===== src/rtl/blk_lock_pkg.sv =====
package blk_lock_pkg;
  localparam int unsigned DATA_W   = 32;
  localparam logic [DATA_W-1:0] UNLOCK_KEY = 32'hA1A1_1111;
  localparam int unsigned FLAG_BIT = 31;
  localparam int unsigned NGRP     = 3;
endpackage


===== src/rtl/blk_lock_key_det.sv =====
module blk_lock_key_det
  import blk_lock_pkg::*;
(
  input  logic              clk_i,
  input  logic              rst_ni,
  input  logic              wr_hit_i,
  input  logic [DATA_W-1:0] wdata_i,
  output logic              key_hit_o,
  output logic              unlock_o
);
  logic unlock_q;

  assign key_hit_o = wr_hit_i && (wdata_i == UNLOCK_KEY);

  always_ff @(posedge clk_i) begin
    if (!rst_ni)        unlock_q <= 1'b0;
    else if (key_hit_o) unlock_q <= 1'b1;
  end

  assign unlock_o = unlock_q;


  reset_clears_flag_chk: assert property (@(posedge clk_i)
    !rst_ni |=> !unlock_q);


  key_sets_flag_chk: assert property (@(posedge clk_i) disable iff (!rst_ni)
    key_hit_o |=> unlock_q);


  flag_sticky_chk: assert property (@(posedge clk_i) disable iff (!rst_ni)
    unlock_q |=> unlock_q);
endmodule


===== src/rtl/blk_lock_group.sv =====
module blk_lock_group
  import blk_lock_pkg::*;
#(
  parameter int unsigned N    = 2,
  parameter int unsigned BASE = 0
) (
  input  logic              clk_i,
  input  logic              rst_ni,
  input  logic [N-1:0]      cfg_i,
  input  logic              wr_hit_i,
  input  logic              unlock_i,
  input  logic              key_hit_i,
  input  logic [N-1:0]      wfield_i,
  output logic [N-1:0]      lock_o,
  output logic [DATA_W-1:0] rd_word_o
);
  logic [N-1:0] lock_q;
  logic         upd;

  assign upd = wr_hit_i && unlock_i && !key_hit_i;

  always_ff @(posedge clk_i) begin
    if (!rst_ni)  lock_q <= cfg_i;
    else if (upd) lock_q <= wfield_i;
  end

  assign lock_o = lock_q;

  always_comb begin
    rd_word_o = '0;
    rd_word_o[BASE +: N] = lock_q;
  end


  locked_out_hold_chk: assert property (@(posedge clk_i) disable iff (!rst_ni)
    !unlock_i |=> $stable(lock_q));


  key_write_hold_chk: assert property (@(posedge clk_i) disable iff (!rst_ni)
    key_hit_i |=> $stable(lock_q));
endmodule


===== src/rtl/blk_lock_merge.sv =====
module blk_lock_merge #(
  parameter int unsigned N = 14
) (
  input  logic [N-1:0] own_i,
  input  logic [N-1:0] sec_i,
  output logic [N-1:0] locked_o
);
  assign locked_o = own_i | sec_i;
endmodule


===== src/rtl/blk_lock_reg.sv =====
module blk_lock_reg
  import blk_lock_pkg::*;
#(
  parameter int unsigned ADDR_W   = 8,
  parameter logic [7:0]  REG_OFS  = 8'h04,
  parameter int unsigned LOW_N    = 10,
  parameter int unsigned MID_N    = 2,
  parameter int unsigned UP_N     = 2,
  parameter int unsigned LOW_BASE = 0,
  parameter int unsigned MID_BASE = 16,
  parameter int unsigned UP_BASE  = 20,
  localparam int unsigned TOTAL_N = LOW_N + MID_N + UP_N
) (
  input  logic               clk_i,
  input  logic               rst_ni,
  input  logic [TOTAL_N-1:0] nvm_cfg_i,
  input  logic [ADDR_W-1:0]  bus_addr_i,
  input  logic               bus_we_i,
  input  logic [DATA_W-1:0]  bus_wdata_i,
  output logic [DATA_W-1:0]  bus_rdata_o,
  input  logic [TOTAL_N-1:0] sec_lock_i,
  output logic [TOTAL_N-1:0] locked_o
);
  localparam int unsigned GW [NGRP] = '{LOW_N, MID_N, UP_N};
  localparam int unsigned GB [NGRP] = '{LOW_BASE, MID_BASE, UP_BASE};
  localparam int unsigned GO [NGRP] = '{0, LOW_N, LOW_N + MID_N};
  localparam logic [ADDR_W-1:0] OFS = ADDR_W'(REG_OFS);

  logic               addr_hit, wr_hit, key_hit, unlock;
  logic [TOTAL_N-1:0] lock_all;
  logic [DATA_W-1:0]  grp_rd [NGRP];
  logic [DATA_W-1:0]  rd_word;

  assign addr_hit = (bus_addr_i == OFS);
  assign wr_hit   = addr_hit && bus_we_i;

  blk_lock_key_det u_key (
    .clk_i     (clk_i),
    .rst_ni    (rst_ni),
    .wr_hit_i  (wr_hit),
    .wdata_i   (bus_wdata_i),
    .key_hit_o (key_hit),
    .unlock_o  (unlock)
  );

  for (genvar g = 0; g < NGRP; g++) begin : g_grp
    blk_lock_group #(.N(GW[g]), .BASE(GB[g])) u_grp (
      .clk_i     (clk_i),
      .rst_ni    (rst_ni),
      .cfg_i     (nvm_cfg_i[GO[g] +: GW[g]]),
      .wr_hit_i  (wr_hit),
      .unlock_i  (unlock),
      .key_hit_i (key_hit),
      .wfield_i  (bus_wdata_i[GB[g] +: GW[g]]),
      .lock_o    (lock_all[GO[g] +: GW[g]]),
      .rd_word_o (grp_rd[g])
    );
  end

  always_comb begin
    rd_word = '0;
    for (int g = 0; g < NGRP; g++) rd_word = rd_word | grp_rd[g];
    rd_word[FLAG_BIT] = unlock;
  end

  assign bus_rdata_o = addr_hit ? rd_word : '0;

  blk_lock_merge #(.N(TOTAL_N)) u_merge (
    .own_i    (lock_all),
    .sec_i    (sec_lock_i),
    .locked_o (locked_o)
  );

  localparam logic [DATA_W-1:0] USED_MASK =
      (DATA_W'((1 << LOW_N) - 1) << LOW_BASE) |
      (DATA_W'((1 << MID_N) - 1) << MID_BASE) |
      (DATA_W'((1 << UP_N) - 1) << UP_BASE) |
      (DATA_W'(1) << FLAG_BIT);


  reserved_zero_chk: assert property (@(posedge clk_i) disable iff (!rst_ni)
    (bus_rdata_o & ~USED_MASK) == '0);


  foreign_addr_zero_chk: assert property (@(posedge clk_i) disable iff (!rst_ni)
    !addr_hit |-> bus_rdata_o == '0);


  no_sec_passthru_chk: assert property (@(posedge clk_i) disable iff (!rst_ni)
    (sec_lock_i == '0) |-> (locked_o == lock_all));
endmodule


===== config.mk =====
export PLATFORM = sky130hd
export DESIGN_NAME = blk_lock_reg
export DESIGN_NICKNAME = d
export VERILOG_FILES = /design/src/rtl/blk_lock_pkg.sv /design/src/rtl/blk_lock_key_det.sv /design/src/rtl/blk_lock_group.sv /design/src/rtl/blk_lock_merge.sv /design/src/rtl/blk_lock_reg.sv
export SDC_FILE = /design/constraint.sdc
export NUM_CORES = 1
export LEC_CHECK = 0
export ABC_AREA = 1
export BUFFER_PORTS_ARGS = -buffer_cell sky130_fd_sc_hd__buf_2
export CAP_MARGIN = 20
export CORE_ASPECT_RATIO = 0.8
export CORE_UTILIZATION = 43
export CTS_BUF_LIST = sky130_fd_sc_hd__clkbuf_2
export CTS_CLUSTER_DIAMETER = 150
export DETAILED_ROUTE_END_ITERATION = 10
export PLACE_DENSITY = 0.79
export REMOVE_ABC_BUFFERS = 1
export SETUP_SLACK_MARGIN = 0.15
export SLEW_MARGIN = 5
export SYNTH_ARGS = -nofsm -noshare
export SYNTH_HDL_FRONTEND = slang
export SYNTH_HIERARCHICAL = 1
export SYNTH_SLANG_ARGS = --single-unit

===== constraint.sdc =====
create_clock -name clk_i -period 1.7 [get_ports clk_i]
set_input_delay 0.085 -clock clk_i [delete_from_list [all_inputs] [get_ports clk_i]]
set_output_delay 0.085 -clock clk_i [all_outputs]
set_load 0.03 [all_outputs]

After elaboration in Yosys (flattened, before gate mapping) --
Index checks and enable logic that the tools add are counted.
Word-level totals: register bits 15, input port bits 71, output and inout port bits 46, logic and storage cells 22
Operators by class: reduce and logical (&&, ||, !) cells 5, bitwise logic cells 3, eq/ne operators 3, mux-type cells 7
Operator list (count):
- $eq 32x32->1 const B | 1
- $mux 32 | 1
- $or 18x22->22 | 1
- $mux 10 | 2
- $or 10x18->18 | 1
- $or 14x14->14 | 1
- $eq 8x3->1 const B | 1
- $mux 2 | 4
- $logic_and 1x1->1 | 4
- $ne 2x1->1 const B | 1
- $logic_not 1->1 | 1

Longest topological paths before layout --
Gate-level depths: netlist of run 1.
depth after elaboration 7, mapped depth 12, depth with buffers taken out 12

Modules after synthesis --
The synthesis of run 1 kept the hierarchy.
Modules (own cells, without submodules):
- blk_lock_group (g_grp[0].u_grp) | area an instance 725.7 µm², times used 1, sequential area each 300.3 µm², cells an instance 78
- blk_lock_group (g_grp[1].u_grp ...) | area an instance 341.6 µm², times used 2, sequential area each 60.1 µm², cells an instance 44
- blk_lock_reg | area an instance 465.4 µm², times used 1, sequential area each 0.0 µm², cells an instance 83
- blk_lock_key_det | area an instance 272.8 µm², times used 1, sequential area each 20.0 µm², cells an instance 59
- blk_lock_merge | area an instance 157.7 µm², times used 1, sequential area each 0.0 µm², cells an instance 42

Worst setup path after synthesis of run 1 --
OpenSTA, ideal clock, no wires.
kind in2reg, start input port bus_addr_i[3], end register g_grp[0].u_grp.lock_q[0] (enable), path slack 0.041 ns, stages on the path 12, arrival time 1.346 ns, buffers on the path 0, data required time 1.387 ns, library setup time 0.313 ns, path through inv_1 -> nand2_1 -> nor2_1 -> nand2_2 -> nor2_1 -> nand2_1 -> nor2_2 -> nand3b_1 -> nor3_1 -> inv_1 -> nand3_1 -> nand2_1
Between the ends: cells in the longest elaborated chain, start to end 6, elaborated cells on any way between the ends 7, those cells by class 2 x eq/ne; 5 x reduce/logical
RTL lines:
- start, declared | RTL line blk_lock_reg.sv:17 | input logic [ADDR_W-1:0] bus_addr_i,
- $eq 8x3->1 | RTL line blk_lock_reg.sv:34 | assign addr_hit = (bus_addr_i == OFS);
- $logic_and 1x1->1 | RTL line blk_lock_reg.sv:35 | assign wr_hit = addr_hit && bus_we_i;
- net wr_hit | RTL line blk_lock_reg.sv:29 | logic addr_hit, wr_hit, key_hit, unlock;
- $logic_and 1x1->1 | RTL line blk_lock_key_det.sv:13 | assign key_hit_o = wr_hit_i && (wdata_i == UNLOCK_KEY);
- net key_hit | RTL line blk_lock_reg.sv:29
- $logic_not 1->1 | RTL line blk_lock_group.sv:20 | assign upd = wr_hit_i && unlock_i && !key_hit_i;
- $logic_and 1x1->1 | RTL line blk_lock_group.sv:20
- $ne 2x1->1 (no line)
- end signal, assigned | RTL line blk_lock_group.sv:23 | if (!rst_ni) lock_q <= cfg_i;
- end signal, assigned | RTL line blk_lock_group.sv:24 | else if (upd) lock_q <= wfield_i;
- end, declared | RTL line blk_lock_group.sv:17 | logic [N-1:0] lock_q;
The timed path passes the listed nets, and every way through them passes these cells. A chain may end at the register's enable or synchronous reset.

Worst setup path in the final report of run 1 --
start input port bus_addr_i[6], end register g_grp[0].u_grp.lock_q[0] (enable)
Same word-level chain as after synthesis.

==> out/metrics.yaml, run 1 <==
global_route:
  first_global_vias: 1586
  antenna_found_initial: 0
  grt_overflow: 0
  grt_pass1_wl_mm: 6.320
  grt_max_degree: 33
  grt_usage_pct: 14.02
setup_path:
  cp.required_ns: 1.70
  worstPathMaxFanout: 10
  r2r-end: "g_grp[0].u_grp/lock_o[0]"
  ff2ff_setup_slack_ns: 0.67
  endpoint_kind: "register"
  cp-start-kind: "input pin"
  worstPathArrival_ns: 1.35
  critPathKind: "input pin to register"
  reg2reg_depth: 2
  crit-reg2reg-launch: "u_key/unlock_o"
placement:
  numPortBuffers: 99
  dp_hpwl_mm: 3.437
  place_ws_ns: -0.1806
  routabilityCongestion: 0.6969
sta:
  finalSetupViolations: 0
  fin_ws_ns: 0.3498
  slew_viol_final: 0
  min_period_ns: 1.350
  fmax_mhz: 740.6
  finalCritPeriodShare_pct: 79.43
  max_slew_margin_pct: 62.85
  grt_setup_unrepaired: "false"
  finalClockSkew_ns: 0.01327
  finalHoldViolations: 0
  whs_ns: 0.08594
  worstMarginPinSlew_ns: 0.5552
clock_network:
  cts_setup_buffers: 0
  holdBufCountCts: 0
  root_buffer: "clkbuf_2"
  clock_latency_ns: 0.28
  h-tree-depth: 1
  clk_path_buf_depth: 2
  cts_sinks: 15
  cts_buffers: 3
  clkSlewWorstSetupHoldPaths_ns: 0.16
  cts_tree: "built"
die:
  io_pins: 117
  rows: 23
  floorplan.initialDensity_pct: 45.06
  core_um2: 5065
  die_h_um: 67.16
  dieArea_um2: 5605
  die_w_um: 83.45
detailed_routing:
  drt_wl_total_mm: 3.871
  vias_per_cell: 3.783
  drtIter0Drc: 15
  drcViolationCount: 0
  first_pass_iters: 4
  detail-route-antenna-nets: 0
  vias: 1869
  routedWlPerCell_um: 7.836
final_layout:
  area_delta_synth_final_pct: 7.072
  layout_common_cells: "99 x buf_2, 79 x conb_1, 74 x inv_1"
  final_nets: 504
  final_common_cell: "buf_2"
  drive_gt1_share_pct: 34.26
  n_antenna_cell: 0
  fin_util_pct: 48.25
worst_hold_path:
  worstHoldStart: "bus_wdata_i[7]"
  min_to: "g_grp[0].u_grp/lock_o[7]"
  min_path_type: "input pin to register"
  whs_path_depth: 3
logic_synthesis:
  postSynthCellCount: 347
  synth_area_per_cell_um2: 6.577
  synthesis.area_um2: 2282
  ys_warn_count: 6
job:
  max_cap_viol_count: 0
power_and_ir_drop:
  p_leak_nw: 1.495
  vdd_drop_max_mv: 0.2208
  p_per_area_nw_per_um2: 394.2
run_status:
  status: "completed"
[per-layer routing]
layer	routed length (um)	global-route usage, %
met3	308	3.790
met2	1909	27.15
met1	1615	15.31
met5	0	0
met4	38	4.237
[critical path, cell delays in order]
cell      delay (ns)
buf_2           0.10
inv_1           0.04
nand2_1         0.06
nor2_1          0.11
nand2_2         0.09
nor2_1          0.13
nand2_1         0.08
nor2_2          0.10
nand3b_1        0.10
nor3_2          0.14
inv_1           0.06
nand3_1         0.07
nand2_2         0.17
[area by class of cell]
| type | instances | area [um^2] |
|---|---|---|
| clock buffers | 4 | 20.02 |
| fillers | 538 | 2621 |
| repair buffers | 103 | 525.5 |
| inverters | 74 | 277.8 |
| multi-input cells | 236 | 1102 |
| well taps | 62 | 77.57 |
| flip-flops and latches | 15 | 440.4 |
[timing repair]
action / in CTS / in global routing
gates cloned: 0 / 0
setup endpoints to repair: 2 / 14
pin swaps: 0 / 0
gates resized for setup: 1 / 1
[flip-flops by register name (all words and copies together) (netlist names)]
name,count
g_grp.u_grp/lock_o,14
u_key/unlock_o,1
[how the worst max path moves through the flow]
stage / start / end / slack [ns] / depth (start not counted)
floorplan: bus_addr_i[3] / g_grp[0].u_grp/lock_o[0] / -0.49 / 12
global placement: bus_addr_i[3] / g_grp[0].u_grp/lock_o[0] / -0.03 / 13
detailed placement: bus_addr_i[6] / g_grp[0].u_grp/lock_o[0] / -0.18 / 13
CTS: bus_addr_i[6] / g_grp[0].u_grp/lock_o[0] / 0.28 / 13
global route: bus_addr_i[4] / g_grp[0].u_grp/lock_o[0] / 0.19 / 13
finish: bus_addr_i[6] / g_grp[0].u_grp/lock_o[0] / 0.35 / 13
[stage by stage]
step	std cells	instance area [um^2]	setup TNS (ns)	power, mW
after global placement	490	2416	-0.3461	0.7852
after global routing	494	2444	0	1.047
final	494	2444	0	0.9632
after floorplan	325	1813	-6.060	0.6484
after detailed placement	490	2416	-1.830	0.7939
after CTS	494	2439	0	0.9717
[power breakdown]
part | leakage, nW | internal, mW | switching (mW) | total, mW
Clock | 0.0166 | 0.0624 | 0.115 | 0.178
Combinational | 1.33 | 0.127 | 0.200 | 0.327
Sequential | 0.145 | 0.441 | 0.0173 | 0.459
(Power assumes the default switching activity.)
==> run 2: changes to the inputs <==
Clock period 1.7 ns to 1.2 ns, I/O delays scaled along.
==> out/metrics.yaml, run 2 (synthesis gave the netlist of run 1 again) <==
final_layout:
  largest_register_ffs: 14  # unchanged
  final_common_cell: "conb_1"
  layout_common_cells: "79 x conb_1, 65 x buf_2, 58 x inv_1"
  n_antenna_cell: 0  # unchanged
  drive_gt1_share_pct: 49.01  # +15 points
  final_nets: 527  # +4.6%
  area_delta_synth_final_pct: 33.28
  fillers: 464  # -14%
placement:
  dp_hpwl_mm: 3.536  # +2.9%
  routabilityCongestion: 0.7370  # +5.8%
  numPortBuffers: 99  # unchanged
  place_ws_ns: -0.4849  # -0.3043 ns
detailed_routing:
  drtIter0Drc: 20  # +5
  first_pass_iters: 4  # unchanged
  detail-route-antenna-nets: 0  # unchanged
  vias: 2058  # +10%
  drt_wl_total_mm: 4.534  # +17%
  drcViolationCount: 0  # unchanged
  vias_per_cell: 3.981  # +5.2%
  routedWlPerCell_um: 8.770  # +12%
clock_network:
  clock_latency_ns: 0.27  # about the same
  cts_tree: "built"
  root_buffer: "clkbuf_2"
  cts_sinks: 15  # unchanged
  holdBufCountCts: 0  # unchanged
  cts_buffers: 3  # unchanged
  clk_path_buf_depth: 2  # unchanged
  h-tree-depth: 1  # unchanged
  clkSlewWorstSetupHoldPaths_ns: 0.14  # -0.02 ns
sta:
  max_slew_margin_pct: 63.32  # +0.47 points
  finalClockSkew_ns: 0.01145  # -0.001813 ns
  min_period_ns: 1.287
  grt_setup_unrepaired: "true"
  slew_viol_final: 0  # unchanged
  worstMarginPinSlew_ns: 0.5481  # -0.007078 ns
  finalHoldViolations: 0  # unchanged
  finalCritPeriodShare_pct: 107.2
  fin_ws_ns: -0.08686  # -0.4366 ns
  finalSetupViolations: 10  # +10
  fmax_mhz: 777.1
global_route:
  first_global_vias: 1951  # +23%
  grt_pass1_wl_mm: 7.327  # +16%
  grt_max_degree: 33  # unchanged
  grt_overflow: 0  # unchanged
  grt_usage_pct: 15.88  # +1.9 points
  antenna_found_initial: 0  # unchanged
setup_path:
  worstPathMaxFanout: 5  # -5
  ff2ff_setup_slack_ns: 0.17  # -0.50 ns
  path_common_cell: "nor2_2"
  critPathMaxStageDelay_ns: 0.17  # about the same
  critPathKind: "input pin to register"
  worstPathArrival_ns: 1.33  # -0.02 ns
  critPathSlowestCell: "clkbuf_16"
  endpoint_kind: "register"
  critical_path.cell_chain: "buf_6 > inv_2 > nand2_2 > nor2_2 > nand2_2 > nor2_2 > nand2_1 > nor2_2 > nand3b_1 > nor3_2 > inv_1 > nand3_2 > nand2_4 > clkbuf_16"
  cp-start-kind: "input pin"
  cp.required_ns: 1.25  # -0.45 ns
run_status:
  status: "complete, but fails checks"
  violations: "negative setup slack"
die:
  rows: 23  # unchanged
  dieArea_um2: 5605  # unchanged
  floorplan.initialDensity_pct: 45.06  # unchanged
  io_pins: 117  # unchanged
  die_h_um: 67.16  # unchanged
  die_w_um: 83.45  # unchanged
  core_um2: 5065  # unchanged
power_and_ir_drop:
  p_total_mw: 1.567  # +63%
  p_per_area_nw_per_um2: 515.2  # +31%
  combPwrFrac_pct: 42.4  # +8.5 points
  seq_power_share_pct: 42.5  # -5.1 points
  p_int_mw: 1.037  # +64%
  switchingPower_uw: 530.3  # +59%
  vdd_drop_max_mv: 0.3126  # +42%
  p_leak_nw: 1.695  # +13%
  swShare_pct: 33.84  # -0.71 points
  clockPowerShare_pct: 15.1  # -3.3 points
job:
  max_cap_viol_count: 0  # unchanged
worst_hold_path:
  min_path_type: "input pin to register"
-- run 2: through the flow --
step,hold WS (ns),cells,cell area [um^2],TNS (ns),util (%)
3_5_place_dp,0.3661,503,2539,-6.707,50.12
5_1_grt,0.05963,517,3042,-2.394,60.05
6_report,0.08654,517,3042,-0.7053,60.05
2_1_floorplan,0.1815,325,1813,-13.57,-
3_3_place_gp,0.3581,503,2539,-5.668,50.12
4_1_cts,0.07076,516,2933,-0.5833,57.91
-- run 2: critical path, delay by kind of cell --
kind,cells,cell delay (ns)
and+or+nand+nor,10,0.90
buffers and inverters,4,0.38
-- run 2: layout make-up --
cell class | count | area [um^2] | share of cell area, %
sequential | 15 | 441.7 | 14.52
inverter | 74 | 282.8 | 9.297
multi-input combinational | 236 | 1244 | 40.89
timing repair buffer | 126 | 975.9 | 32.09
tap | 62 | 77.57 | 2.550
clock buffer | 4 | 20.02 | 0.6582
-- run 2: power by group through the flow --
| stage | Clock [mW] | Combinational (mW) | Sequential, mW |
|---|---|---|---|
| after floorplan | 0 | 0.266 | 0.653 |
| after global placement | 0 | 0.489 | 0.664 |
| after detailed placement | 0 | 0.500 | 0.665 |
| after CTS | 0.250 | 0.611 | 0.660 |
| after global routing | 0.265 | 0.737 | 0.671 |
| final | 0.237 | 0.664 | 0.666 |
-- run 2: metal layers --
| metal | part of all wire, % | vias to the layer above | track usage (%) |
|---|---|---|---|
| li1 | - | 1088 | - |
| met1 | 39 | 888 | 15.90 |
| met2 | 54 | 78 | 34.53 |
| met3 | 6.6 | 4 | 2.934 |
| met4 | 0.51 | 0 | 3.390 |
| met5 | 0 | - | 0 |
-- run 2: repair_timing --
item | CTS | global route
pin swaps | 24 | 5
gates resized for setup | 96 | 31
cloned | 0 | 1
endpoints found under the setup margin | 37 | 43
buffers inserted | 9 | 0
-- run 2: path summary, 6_finish.rpt --
kind	depth (start not counted)	startpoint	end
setup / recovery	14	bus_addr_i[5]	g_grp[0].u_grp/lock_o[9]
hold / removal	3	nvm_cfg_i[0]	g_grp[0].u_grp/lock_o[0]
setup reg to reg	3	u_key/unlock_o	g_grp[0].u_grp/lock_o[9]
hold reg to reg	2	u_key/unlock_o	u_key/unlock_o
